File: src/rtl/rrst_pkg.sv
package rrst_pkg;
    localparam int unsigned RRST_NUM_REGS = 16;
    localparam int unsigned RRST_DATA_W   = 32;
    localparam int unsigned RRST_TAG_W    = 4;
endpackage

File: src/rtl/rrst_entry.sv
module rrst_entry #(
    parameter int unsigned DATA_W = 32,
    parameter int unsigned TAG_W  = 4
) (
    input  logic              clk,
    input  logic              rst_n,
    input  logic              ren_sel,
    input  logic [TAG_W-1:0]  ren_tag,
    input  logic              bus_valid,
    input  logic [TAG_W-1:0]  bus_tag,
    input  logic [DATA_W-1:0] bus_value,
    output logic [TAG_W-1:0]  ent_tag,
    output logic [DATA_W-1:0] ent_value,
    output logic              bus_hit
);
    typedef struct packed {
        logic [TAG_W-1:0]  tag;
        logic [DATA_W-1:0] value;
    } entry_t;

    entry_t ent_d, ent_q;

    always_comb begin
        bus_hit = bus_valid && (ent_q.tag != '0) && (bus_tag == ent_q.tag);
        ent_d   = ent_q;
        if (ren_sel) begin
            ent_d.tag = ren_tag;
        end else if (bus_hit) begin
            ent_d.tag   = '0;
            ent_d.value = bus_value;
        end
    end

    always_ff @(posedge clk or negedge rst_n) begin
        if (!rst_n) ent_q <= '0;
        else        ent_q <= ent_d;
    end

    assign ent_tag   = ent_q.tag;
    assign ent_value = ent_q.value;

    assert_rename_sets_tag_R1: assert property (@(posedge clk) disable iff (!rst_n)
        ren_sel |=> (ent_q.tag == $past(ren_tag)));

    assert_capture_R4: assert property (@(posedge clk) disable iff (!rst_n)
        (bus_hit && !ren_sel) |=> (ent_q.tag == '0 && ent_q.value == $past(bus_value)));

    assert_idle_stable_R5: assert property (@(posedge clk) disable iff (!rst_n)
        (!bus_hit && !ren_sel) |=> $stable(ent_q));

    assert_rename_wins_R6: assert property (@(posedge clk) disable iff (!rst_n)
        (bus_hit && ren_sel) |=> (ent_q.tag != '0));

    assert_reset_clear_R8: assert property (@(posedge clk)
        !rst_n |=> (ent_q == '0));
endmodule

File: src/rtl/rrst_read_port.sv
module rrst_read_port #(
    parameter int unsigned NUM_REGS = 16,
    parameter int unsigned DATA_W   = 32,
    parameter int unsigned TAG_W    = 4,
    localparam int unsigned IDX_W   = $clog2(NUM_REGS)
) (
    input  logic                             clk,
    input  logic                             rst_n,
    input  logic [IDX_W-1:0]                 rd_idx,
    input  logic [NUM_REGS-1:0][TAG_W-1:0]   tags,
    input  logic [NUM_REGS-1:0][DATA_W-1:0]  values,
    input  logic [NUM_REGS-1:0]              hits,
    input  logic [DATA_W-1:0]                bus_value,
    output logic                             rd_ready,
    output logic [DATA_W-1:0]                rd_value,
    output logic [TAG_W-1:0]                 rd_tag
);
    logic [TAG_W-1:0] sel_tag;

    always_comb begin
        sel_tag  = tags[rd_idx];
        rd_ready = 1'b1;
        rd_value = values[rd_idx];
        rd_tag   = '0;
        if (sel_tag != '0) begin
            if (hits[rd_idx]) begin
                rd_value = bus_value;
            end else begin
                rd_ready = 1'b0;
                rd_value = '0;
                rd_tag   = sel_tag;
            end
        end
    end

    assert_bypass_R7: assert property (@(posedge clk) disable iff (!rst_n)
        (tags[rd_idx] != '0 && hits[rd_idx]) |-> (rd_ready && rd_value == bus_value));

    assert_pending_R3: assert property (@(posedge clk) disable iff (!rst_n)
        (tags[rd_idx] != '0 && !hits[rd_idx]) |-> (!rd_ready && rd_tag == tags[rd_idx]));

    assert_ready_value_R2: assert property (@(posedge clk) disable iff (!rst_n)
        (tags[rd_idx] == '0) |-> (rd_ready && rd_value == values[rd_idx]));
endmodule

File: src/rtl/rename_status_table.sv
module rename_status_table #(
    parameter int unsigned NUM_REGS = rrst_pkg::RRST_NUM_REGS,
    parameter int unsigned DATA_W   = rrst_pkg::RRST_DATA_W,
    parameter int unsigned TAG_W    = rrst_pkg::RRST_TAG_W,
    localparam int unsigned IDX_W   = $clog2(NUM_REGS)
) (
    input  logic              clk,
    input  logic              rst_n,
    input  logic [IDX_W-1:0]  srca_idx,
    output logic              srca_ready,
    output logic [DATA_W-1:0] srca_value,
    output logic [TAG_W-1:0]  srca_tag,
    input  logic [IDX_W-1:0]  srcb_idx,
    output logic              srcb_ready,
    output logic [DATA_W-1:0] srcb_value,
    output logic [TAG_W-1:0]  srcb_tag,
    input  logic              ren_valid,
    input  logic [IDX_W-1:0]  ren_idx,
    input  logic [TAG_W-1:0]  ren_tag,
    input  logic              bus_valid,
    input  logic [TAG_W-1:0]  bus_tag,
    input  logic [DATA_W-1:0] bus_value
);
    logic [NUM_REGS-1:0][TAG_W-1:0]  tag_arr;
    logic [NUM_REGS-1:0][DATA_W-1:0] val_arr;
    logic [NUM_REGS-1:0]             hit_arr;
    logic [NUM_REGS-1:0]             sel_arr;

    for (genvar gi = 0; gi < NUM_REGS; gi++) begin : g_reg
        assign sel_arr[gi] = ren_valid && (ren_idx == IDX_W'(gi));
        rrst_entry #(.DATA_W(DATA_W), .TAG_W(TAG_W)) u_entry (
            .clk       (clk),
            .rst_n     (rst_n),
            .ren_sel   (sel_arr[gi]),
            .ren_tag   (ren_tag),
            .bus_valid (bus_valid),
            .bus_tag   (bus_tag),
            .bus_value (bus_value),
            .ent_tag   (tag_arr[gi]),
            .ent_value (val_arr[gi]),
            .bus_hit   (hit_arr[gi])
        );
    end

    rrst_read_port #(.NUM_REGS(NUM_REGS), .DATA_W(DATA_W), .TAG_W(TAG_W)) u_port_a (
        .clk(clk), .rst_n(rst_n), .rd_idx(srca_idx), .tags(tag_arr), .values(val_arr),
        .hits(hit_arr), .bus_value(bus_value),
        .rd_ready(srca_ready), .rd_value(srca_value), .rd_tag(srca_tag)
    );

    rrst_read_port #(.NUM_REGS(NUM_REGS), .DATA_W(DATA_W), .TAG_W(TAG_W)) u_port_b (
        .clk(clk), .rst_n(rst_n), .rd_idx(srcb_idx), .tags(tag_arr), .values(val_arr),
        .hits(hit_arr), .bus_value(bus_value),
        .rd_ready(srcb_ready), .rd_value(srcb_value), .rd_tag(srcb_tag)
    );

    assert_ren_tag_nonzero_R1: assert property (@(posedge clk) disable iff (!rst_n)
        ren_valid |-> (ren_tag != '0));

    assert_single_hit_R4: assert property (@(posedge clk) disable iff (!rst_n)
        $onehot0(hit_arr));

    assert_zero_tag_no_hit_R5: assert property (@(posedge clk) disable iff (!rst_n)
        (bus_tag == '0) |-> (hit_arr == '0));
endmodule

File: config.mk
export PLATFORM = sky130hd
export DESIGN_NAME = rename_status_table
export DESIGN_NICKNAME = d
export VERILOG_FILES = /design/src/rtl/rrst_pkg.sv /design/src/rtl/rrst_entry.sv /design/src/rtl/rrst_read_port.sv /design/src/rtl/rename_status_table.sv
export SDC_FILE = /design/constraint.sdc
export NUM_CORES = 1
export LEC_CHECK = 0
export BUFFER_PORTS_ARGS = -buffer_cell sky130_fd_sc_hd__buf_4
export CAP_MARGIN = 20
export CORE_MARGIN = 2
export CORE_UTILIZATION = 40
export CTS_CLUSTER_SIZE = 25
export DETAILED_ROUTE_END_ITERATION = 7
export SLEW_MARGIN = 20
export SYNTH_ARGS = -nofsm -noshare
export SYNTH_HDL_FRONTEND = slang
export SYNTH_SLANG_ARGS = --single-unit
File: constraint.sdc
create_clock -name clk -period 3.2 [get_ports clk]
set_input_delay 0 -clock clk [delete_from_list [all_inputs] [get_ports clk]]
set_output_delay 0 -clock clk [all_outputs]
set_load 0.01 [all_outputs]
# After elaboration in Yosys (flattened, before gate mapping)
# Cells that the tools add are included.
dict set report totals {
  romBits 0
  output_inout_bits 74
  regBits 576
  wordCells 236
  mem_count 0
  latchBits 0
  in_bits 56
  ramBits 0
}
dict set report op_classes {
  magnitude_cmp 2
  mux 56
  n_reduce_logical 99
  div 0
  shift 0
  addsub 0
  bitwise 16
  mul 0
  eq_ne 31
}
# operator count
set ops {}
lappend ops {{two-way mux 36 bit} 16}
lappend ops {{binary-select mux 32 bit (select 4 bit)} 2}
lappend ops {{two-way mux 32 bit} 6}
lappend ops {{two-way mux 4 bit} 22}
lappend ops {{nonzero test 4 bit} 18}
lappend ops {{equality test 4 bit} 16}
lappend ops {{logical AND 1 bit} 48}
lappend ops {{binary-select mux 4 bit (select 4 bit)} 2}
lappend ops {{equality test 4 bit, second input constant} 8}
lappend ops {{AND reduction 2 bit} 16}
lappend ops {{nonzero test 2 bit} 16}
lappend ops {{equality test 4 x 3 -> 1 bit, second input constant} 4}
lappend ops {{inverter 1 bit} 16}
lappend ops {{< comparator 4 x 5 -> 1 bit, second input constant} 2}
lappend ops {{binary-select mux 1 bit (select 4 bit)} 2}
lappend ops {{equality test 4 x 2 -> 1 bit, second input constant} 2}
lappend ops {{two-way mux 1 bit} 6}
lappend ops {{equality test 4 x 1 -> 1 bit, second input constant} 1}
lappend ops {{logical NOT 4 bit} 1}

# Logic depth before layout (Yosys ltp)
# Gate-level depths: netlist (run 1).
dict set report depth {
  ltp_word 7
  mapped_depth 11
  ltp_nobuf 7
}

# Hierarchy
# From an unflattened synthesis (run 1), not the netlist that was laid out.
dict set report unflattened {
  cells_unflattened 2355
  area_unflattened_um2 35861.9
}
# mod seq_area_each_um2 n_inst cells_per_inst area_per_inst_um2
set by_module_without_submodules {}
lappend by_module_without_submodules {rrst_entry 900.9 16 93 1581.5}
lappend by_module_without_submodules {rrst_read_port 0.0 2 422 5220.0}
lappend by_module_without_submodules {rename_status_table 0.0 1 23 117.6}

# Least setup slack after synthesis (run 1)
# OpenSTA, ideal clock, no wires.
dict set report synth_path {
  path_kind {input to output}
  from {input srca_idx[0]}
  to {output srca_value[17]}
  path_stages 7
  path_buffers 4
  arrival_time_ns 2.323
  slack_ns 0.877
  required_ns 3.200
  cell_sequence {buf_6 -> buf_8 -> buf_2 -> buf_1 -> mux4_2 -> mux4_2 -> a22o_2}
}
dict set report synth_via {
  elab_chain_cells 4
  elab_cells_between_ends 9
  cone_classes {mux (8); reduce/logical (1)}
}
# item line_no
set synth_lines {}
lappend synth_lines {{from (decl)} rename_status_table.sv:9} ;# input logic [IDX_W-1:0] srca_idx,
lappend synth_lines {{binary-select mux 4 bit (select 4 bit) or binary-select mux 1 bit (select 4 bit) (tied branches)} {rrst_read_port.sv:21, rrst_read_port.sv:26}}
lappend synth_lines {{two-way mux 4 bit (implied by the code) or two-way mux 1 bit (tied branches)} {rrst_read_port.sv:21, rrst_read_port.sv:26}}
lappend synth_lines {{nonzero test 4 bit or two-way mux 32 bit (tied branches)} {rrst_read_port.sv:25, rrst_read_port.sv:26}}
lappend synth_lines {{two-way mux 32 bit *} rrst_read_port.sv:25} ;# if (sel_tag != '0) begin
lappend synth_lines {{to (decl)} rename_status_table.sv:11} ;# output logic [DATA_W-1:0] srca_value,
# Every way passes the cells marked *; elsewhere a longest branch is shown, timed or not. The select of a mux whose other input is x is not followed.

# Worst setup path in the final report (run 1)
dict set report layout_path {
  from {register g_reg[7].u_entry.ent_q (netlist bit g_reg[7].u_entry.ent_tag[3])}
  to {output srca_value[11]}
}
dict set report layout_via {
  elab_chain_cells 7
  elab_cells_between_ends 11
  cone_classes {eq/ne (1); mux (6); reduce/logical (4)}
}
# item line_no
set layout_lines {}
lappend layout_lines {{from (decl)} rrst_entry.sv:21} ;# entry_t ent_d, ent_q;
lappend layout_lines {{from (signal assigned)} rrst_entry.sv:36} ;# else ent_q <= ent_d;
lappend layout_lines {{nonzero test 4 bit} rrst_entry.sv:24} ;# bus_hit = bus_valid && (ent_q.tag != '0) && (bus_tag == ent_q.tag);
lappend layout_lines {{logical AND 1 bit (2 in series)} rrst_entry.sv:24}
lappend layout_lines {{binary-select mux 1 bit (select 4 bit)} rrst_read_port.sv:26} ;# if (hits[rd_idx]) begin
lappend layout_lines {{two-way mux 1 bit (implied by the code)} rrst_read_port.sv:26}
lappend layout_lines {{two-way mux 32 bit} rrst_read_port.sv:26}
lappend layout_lines {{two-way mux 32 bit *} rrst_read_port.sv:25}
# Marks and branches as above.

==> impl_metrics.py, run 1 <==
metrics = {
    "run_status": {
        "run_status": "complete, but fails checks",
        "failed_checks": "negative setup slack",
    },
    "pwr": {
        "leakagePower_nw": 15.6,
        "power.density_cell_area_nw_per_um2": 855,
        "peakVddDrop_uv": 490,
    },
    "global_route": {
        "grt_start_max_net_pins": 103,
        "grt_remaining_overflow": 0,
        "grt_first_pass_wirelength_um": 149000,
        "first_global_vias": 22200,
        "grt_antenna_before_repair": 1,
        "track_usage": 0.243,
    },
    "placed_design": {
        "place.port_buffers": 129,
        "postPlaceCellArea_um2": 34600,
        "place_congestion": 0.907,
        "place.detailed.hpwl_um": 57200,
    },
    "cells_and_area": {
        "nets": 2360,
        "area.growth.synth_to_final_pct": 16.6,
        "num-fill-cells": 7004,
        "drive_above_1_share": 0.527,
        "insertedDiodeCount": 0,
        "post-route-cell-area_um2": 37600,
    },
    "sta": {
        "rsz0062_at_grt": "true",
        "tightest_slew_ns": 0.972,
        "layout_setup_ws_ns": -0.0708,
        "maxClockFrequency_mhz": 306,
        "report.final.hold_viol_count": 0,
        "period_minus_slack_ns": 3.27,
        "skew_ns": 0.0194,
        "timing.max_slew.rel_slack": 0.352,
        "final_min_period_over_clock_period": 1.02,
        "finalHoldWorstSlack_ns": 0.0419,
        "final-setup-viol-count": 32,
        "final-max-slew-violation-count": 0,
    },
    "clock_network": {
        "clk_path_buf_depth": 3,
        "insertion_delay_ns": 0.64,
        "cts.sinks": 576,
        "cts-htree-levels": 2,
        "cts_inserted_buffers": 60,
        "clk_transition_reported_paths_ns": 0.06,
        "clock_tree_from_tritoncts": "built",
        "clock_tree.root_cell": "sky130_fd_sc_hd__clkbuf_16",
    },
    "die": {
        "num_rows": 104,
        "io_count": 130,
        "floorplan.core_area_um2": 80200,
        "die-area_um2": 82900,
        "start_util": 0.402,
        "die_w_um": 288,
        "die_height_um": 288,
    },
    "detailed_routing": {
        "routedWlPerCell_um": 29.3,
        "vias": 21000,
        "initialDrtViolationCount": 1716,
        "drt-vias-per-instance": 6.16,
        "route.antenna.remaining_nets": 0,
        "finalWirelength_um": 100000,
        "number_of_remaining_drc_errors": 0,
        "detailed_routing_iteration_count_for_the_pre_antenna_repair_pass": 5,
    },
    "yosys": {
        "synth-seq-cells": 576,
        "synth-edff-count": 0,
        "post_synth_inst_count": 2176,
        "netlist_top_cells_area": "sky130_fd_sc_hd__dfrtp_1 45%, sky130_fd_sc_hd__mux4_2 25%, sky130_fd_sc_hd__mux2_2 18%, sky130_fd_sc_hd__nand2_1 1.9%, sky130_fd_sc_hd__a22o_1 1.6%",
        "post_synth_most_frequent_cells": "576 x sky130_fd_sc_hd__dfrtp_1, 512 x sky130_fd_sc_hd__mux2_2, 352 x sky130_fd_sc_hd__mux4_2",
        "async_set_or_reset_register_ratio_after_synthesis": 1.00,
        "yosysWarnings": 0,
        "yosys_most_used_dff": "sky130_fd_sc_hd__dfrtp_1",
        "post_synth_net_total": 2232,
        "synth_top_area_cell": "sky130_fd_sc_hd__dfrtp_1",
        "synth_top_cell_area_share": 0.447,
        "syn_area_per_cell_um2": 14.8,
        "yosysMostFrequentCell": "sky130_fd_sc_hd__dfrtp_1",
        "synthDistinctLibCells": 61,
        "syn-cell-area_um2": 32300,
        "synth-seq-area-share": 0.447,
    },
    "flow_run": {
        "cap_violations": 0,
    },
    "worst_setup_path": {
        "cell_by_cell_trace_of_the_critical_path": "mux4_2, mux4_2, or4_4, buf_12, clkinv_16, a22o_1, buf_4",
        "crit_path_buffers_inverters": 3,
        "crit_type": "flip-flop to output port",
        "top_cell_by_count_worst_path": "sky130_fd_sc_hd__mux4_2",
        "timing.critical_path.slowest_stage_cell": "sky130_fd_sc_hd__or4_4",
        "crit_family": "multiplexers",
        "crit_fanout": 8,
        "setup.worst_path.end_class": "output port",
        "worstSetupStartpointType": "flip-flop",
        "worst_ep_required_ns": 3.20,
        "crit_path_max_incr_delay_ns": 0.58,
        "arrival_ns": 3.27,
    },
    "worst_hold_path": {
        "hold_class": "input port to async pin",
    },
}
## registers in the layout (all words and copies together) (netlist names)
register             cells
g.u_entry.ent_value    512
g.u_entry.ent_tag       64
## cells by family after synthesis
kind of cell	after synthesis	synth area share
muxes	873	0.431
and+or+nand+nor	301	0.0422
AOI/OAI and AO/OA	156	0.0351
xor gates and xnor gates	57	0.0155
buffers and inverters	213	0.0292
DFF	576	0.447
## cell type report
class                      instances  area, µm²  area share
tap                             1060       1330      0.0353
clock buffer                      96       1790      0.0475
inverter                          13       76.3     0.00203
clock inverter                    13        165     0.00439
timing repair buffer             263       2570      0.0683
timing repair inverter             3       80.1     0.00213
multi-input combinational       1387      17200       0.457
sequential                       576      14400       0.384
## stage by stage
stage	setup WS (ns)	power [mW]	setup TNS, ns	utilization	std cells
CTS	-0.0718	32.1	-1.84	0.466	3400
global route	-0.133	33.8	-3.72	0.469	3411
global placement	0.448	23.7	0	0.431	3227
detailed placement	0.421	24.3	0	0.431	3227
finish	-0.0708	32.1	-1.33	0.469	3411
floorplan	0.877	20.6	0	-	2176
## where the power goes
group          internal (mW)  total (mW)  switching [mW]
logic                   7.31        12.1            4.80
registers               10.5        13.0            2.46
clock network           4.05        7.03            2.98
## layout by cell type (no fill, tap or decap), drive strengths merged, types with 4 or more instances in the layout
| master | synthesis | routed |
|---|---|---|
| nand3 | 13 | 13 |
| clkinvlp | 0 | 4 |
| xor2 | 31 | 31 |
| nand2b | 4 | 4 |
| and2 | 8 | 8 |
| inv | 11 | 12 |
| clkinv | 2 | 10 |
| clkbuf | 108 | 97 |
| mux4 | 360 | 360 |
| nand2 | 164 | 164 |
| buf | 92 | 208 |
| dlygate4sd3 | 0 | 54 |
| nand4 | 12 | 12 |
| or3 | 6 | 6 |
| dfrtp | 576 | 576 |
| nor3 | 26 | 26 |
| nor2 | 38 | 38 |
| o21ai | 64 | 64 |
| a21oi | 6 | 6 |
| nor4 | 8 | 8 |
| mux2 | 512 | 512 |
| a22o | 64 | 64 |
| or2 | 5 | 5 |
| xnor2 | 26 | 26 |
## path summary, 6_finish.rpt
path,start,endpoint,slack (ns),cells after the start
worst max-delay path,g_reg[7].u_entry.ent_tag[3]$_DFFE_PN0P_,srca_value[11],-0.07,7
worst min-delay path,rst_n,g_reg[8].u_entry.ent_tag[3]$_DFFE_PN0P_,0.04,2
worst max register to register,g_reg[11].u_entry.ent_tag[0]$_DFFE_PN0P_,g_reg[11].u_entry.ent_value[16]$_DFFE_PN0P_,0.59,6
worst min register to register,g_reg[14].u_entry.ent_value[12]$_DFFE_PN0P_,g_reg[14].u_entry.ent_value[12]$_DFFE_PN0P_,0.52,1
max in group asynchronous,rst_n,g_reg[1].u_entry.ent_value[12]$_DFFE_PN0P_,2.16,3
min in group clk,bus_valid,g_reg[8].u_entry.ent_tag[3]$_DFFE_PN0P_,0.07,4
## layer usage
layer | wire length [µm] | vias up | track usage
met4 | 3560 | 2 | 0.0777
met1 | 41300 | 11400 | 0.329
met5 | 16 | - | 0
li1 | - | 8684 | -
met2 | 48900 | 755 | 0.400
met3 | 6270 | 212 | 0.0413
## what timing repair did
| action | 4_1_cts | 5_1_grt |
|---|---|---|
| gates resized for setup | 40 | 38 |
| pin swaps | 3 | 3 |
| setup endpoints to repair | 74 | 73 |
| gates cloned | 3 | 1 |
| hold buffers | 54 | 0 |
| endpoints found under the hold margin | 662 | 0 |
| buffers inserted | 7 | 10 |
(Power assumes the default switching activity.)
==> run 2: changes to the inputs <==
- PLACE_DENSITY_LB_ADDON: default -> 0.25
- REMOVE_ABC_BUFFERS: default -> 1
- SLEW_MARGIN: 20 -> 10
==> run 2 against run 1 <==
Effect of this change: the flow finishes with violations (negative hold slack, negative setup slack); utilization is 0.52 points higher; hold slack got worse by 0.048 ns; sequential power is essentially flat; clock-buffer cell count rose by 1; largest cell class unchanged.
==> impl_metrics.py, run 2 (synthesis results as in run 1) <==
metrics = {
    "sta": {
        "skew_ns": 0.0204,
        "rsz0062_at_grt": "true",
        "layout_setup_ws_ns": -0.0509,
        "setup_total_negative_slack_ns": -0.954,
        "final-setup-viol-count": 53,
        "report.final.hold_viol_count": 1,
        "period_minus_slack_ns": 3.25,
        "maxClockFrequency_mhz": 308,
        "final_min_period_over_clock_period": 1.02,
        "tightest_slew_ns": 1.01,
        "finalHoldWorstSlack_ns": -0.00610,
        "final-max-slew-violation-count": 0,
        "timing.max_slew.rel_slack": 0.329,
    },
    "cells_and_area": {
        "most-common-layout-cells": "571 x sky130_fd_sc_hd__dfrtp_1, 512 x sky130_fd_sc_hd__mux2_2, 355 x sky130_fd_sc_hd__mux4_2, 160 x sky130_fd_sc_hd__nand2_1, 151 x sky130_fd_sc_hd__buf_4",
        "nets": 2362,
        "mostFrequentLayoutCell": "sky130_fd_sc_hd__dfrtp_1",
        "final_core_utilization": 0.474,
        "area.growth.synth_to_final_pct": 17.8,
        "drive_above_1_share": 0.534,
        "largest_reg_flops": 512,
    },
    "worst_hold_path": {
        "hold_class": "input port to async pin",
    },
    "detailed_routing": {
        "number_of_remaining_drc_errors": 0,
        "wl_met2_um": 50400,
        "finalWirelength_um": 102000,
        "maxUsedRoutingLayer": "met4",
        "initialDrtViolationCount": 1907,
        "routedWlPerCell_um": 29.8,
        "route.antenna.remaining_nets": 0,
        "detailroute.wirelength.met3_um": 6070,
        "vias": 21400,
        "drt-vias-per-instance": 6.25,
        "detailed_routing_iteration_count_for_the_pre_antenna_repair_pass": 7,
        "met1_length_um": 42000,
    },
    "global_route": {
        "grt_remaining_overflow": 0,
        "grt_first_pass_wirelength_um": 150000,
        "first_global_vias": 22500,
        "grt_antenna_before_repair": 1,
        "grt_start_max_net_pins": 105,
        "track_usage": 0.245,
    },
    "worst_setup_path": {
        "timing.critical_path.slowest_stage_cell": "sky130_fd_sc_hd__a2111oi_4",
        "worstSetupStartpointType": "flip-flop",
        "crit_type": "flip-flop to output port",
        "cell_by_cell_trace_of_the_critical_path": "or3_4, a2111oi_4, buf_4, nand4_1, nor4b_4, o22ai_4, buf_12, buf_16, a22o_1, buf_6",
        "critical_path_cell_count": 10,
        "timing.reg2reg.setup_slack_ns": 0.64,
        "setup.worst_path.end_class": "output port",
        "r2r-end": "g_reg[3].u_entry.ent_value[29]$_DFFE_PN0P_",
        "crit_path_max_incr_delay_ns": 0.45,
        "worst_ep_required_ns": 3.20,
        "crit_fanout": 6,
        "worst-r2r-cell-count": 7,
        "worstReg2RegStart": "g_reg[3].u_entry.ent_tag[3]$_DFFE_PN0P_",
        "arrival_ns": 3.25,
        "crit_family": "compound AO/OA/AOI/OAI gates",
        "crit_path_buffers_inverters": 4,
    },
    "pwr": {
        "peakVddDrop_uv": 380,
        "total_design_power_mw": 33.0,
        "power.density_cell_area_nw_per_um2": 868,
        "leakagePower_nw": 15.8,
    },
    "placed_design": {
        "place.detailed.hpwl_um": 57600,
        "place_congestion": 0.911,
        "place.port_buffers": 129,
        "preCtsSetupSlack_ns": 0.182,
    },
    "clock_network": {
        "cts.sinks": 576,
        "cts_inserted_buffers": 66,
        "clock_tree.root_cell": "sky130_fd_sc_hd__clkbuf_16",
        "clk_transition_reported_paths_ns": 0.06,
        "clock_tree_from_tritoncts": "built",
        "cts-htree-levels": 3,
        "clk_path_buf_depth": 3,
        "insertion_delay_ns": 0.61,
    },
    "die": {
        "start_util": 0.402,
        "num_rows": 104,
        "floorplan.core_area_um2": 80200,
        "die_height_um": 288,
        "die_w_um": 288,
        "die-area_um2": 82900,
        "io_count": 130,
    },
    "run_status": {
        "failed_checks": "negative hold slack, negative setup slack",
        "run_status": "complete, but fails checks",
    },
    "flow_run": {
        "cap_violations": 0,
    },
}
[run 2: what timing repair did]
action,4_1_cts,5_1_grt
hold buffers,44,0
hold endpoints to repair,706,0
gates resized for setup,35,63
buffers inserted,13,10
gates cloned,2,4
pin swaps,4,38
endpoints found under the setup margin,74,73
[run 2: through the flow]
stage | instances | cell area [µm²]
2_1_floorplan | 1976 | 31400
3_3_place_gp | 3225 | 34500
3_5_place_dp | 3225 | 34500
4_1_cts | 3397 | 37500
5_1_grt | 3412 | 38000
6_report | 3414 | 38000
[run 2: layer usage]
metal	track usage	up-vias
met3	0.0311	188
li1	-	8712
met1	0.335	11600
met5	0	-
met4	0.0850	0
met2	0.406	841
[run 2: power breakdown]
group	leakage [nW]	total [mW]	internal [mW]	switching, mW
Sequential	7.30	13.0	10.5	2.43
Combinational	7.41	12.2	7.40	4.80
Clock	1.09	7.82	4.70	3.13
[run 2: final cells by class]
class | instances | area [µm²]
inverters | 13 | 76.3
multi-input cells | 1387 | 17300
clock inverters | 16 | 272
repair inverters | 2 | 60.1
fillers | 6951 | 42100
well taps | 1060 | 1330
diodes | 3 | 7.51
clock buffers | 97 | 1940
flip-flops and latches | 576 | 14400
repair buffers | 260 | 2660
[run 2: worst register-to-register path, delay by kind of cell (launching register included)]
kind	cells	cell delay, ns
xor+xnor	1	0.19
buf+inv	2	0.61
flops	1	0.42
mux	1	0.42
simple gates	3	0.79
[run 2: worst max-delay path by stage]
stage	startpoint	endpoint	slack [ns]
floorplan	g_reg[7].u_entry.ent_tag[3]$_DFFE_PN0P_	g_reg[7].u_entry.ent_value[0]$_DFFE_PN0P_	-0.59
global placement	g_reg[3].u_entry.ent_tag[3]$_DFFE_PN0P_	srcb_value[12]	0.17
detailed placement	g_reg[3].u_entry.ent_tag[3]$_DFFE_PN0P_	srcb_value[12]	0.18
CTS	g_reg[3].u_entry.ent_tag[3]$_DFFE_PN0P_	srca_value[4]	-0.02
global route	g_reg[11].u_entry.ent_tag[1]$_DFFE_PN0P_	srcb_value[18]	-0.13
finish	g_reg[11].u_entry.ent_tag[0]$_DFFE_PN0P_	srcb_value[18]	-0.05
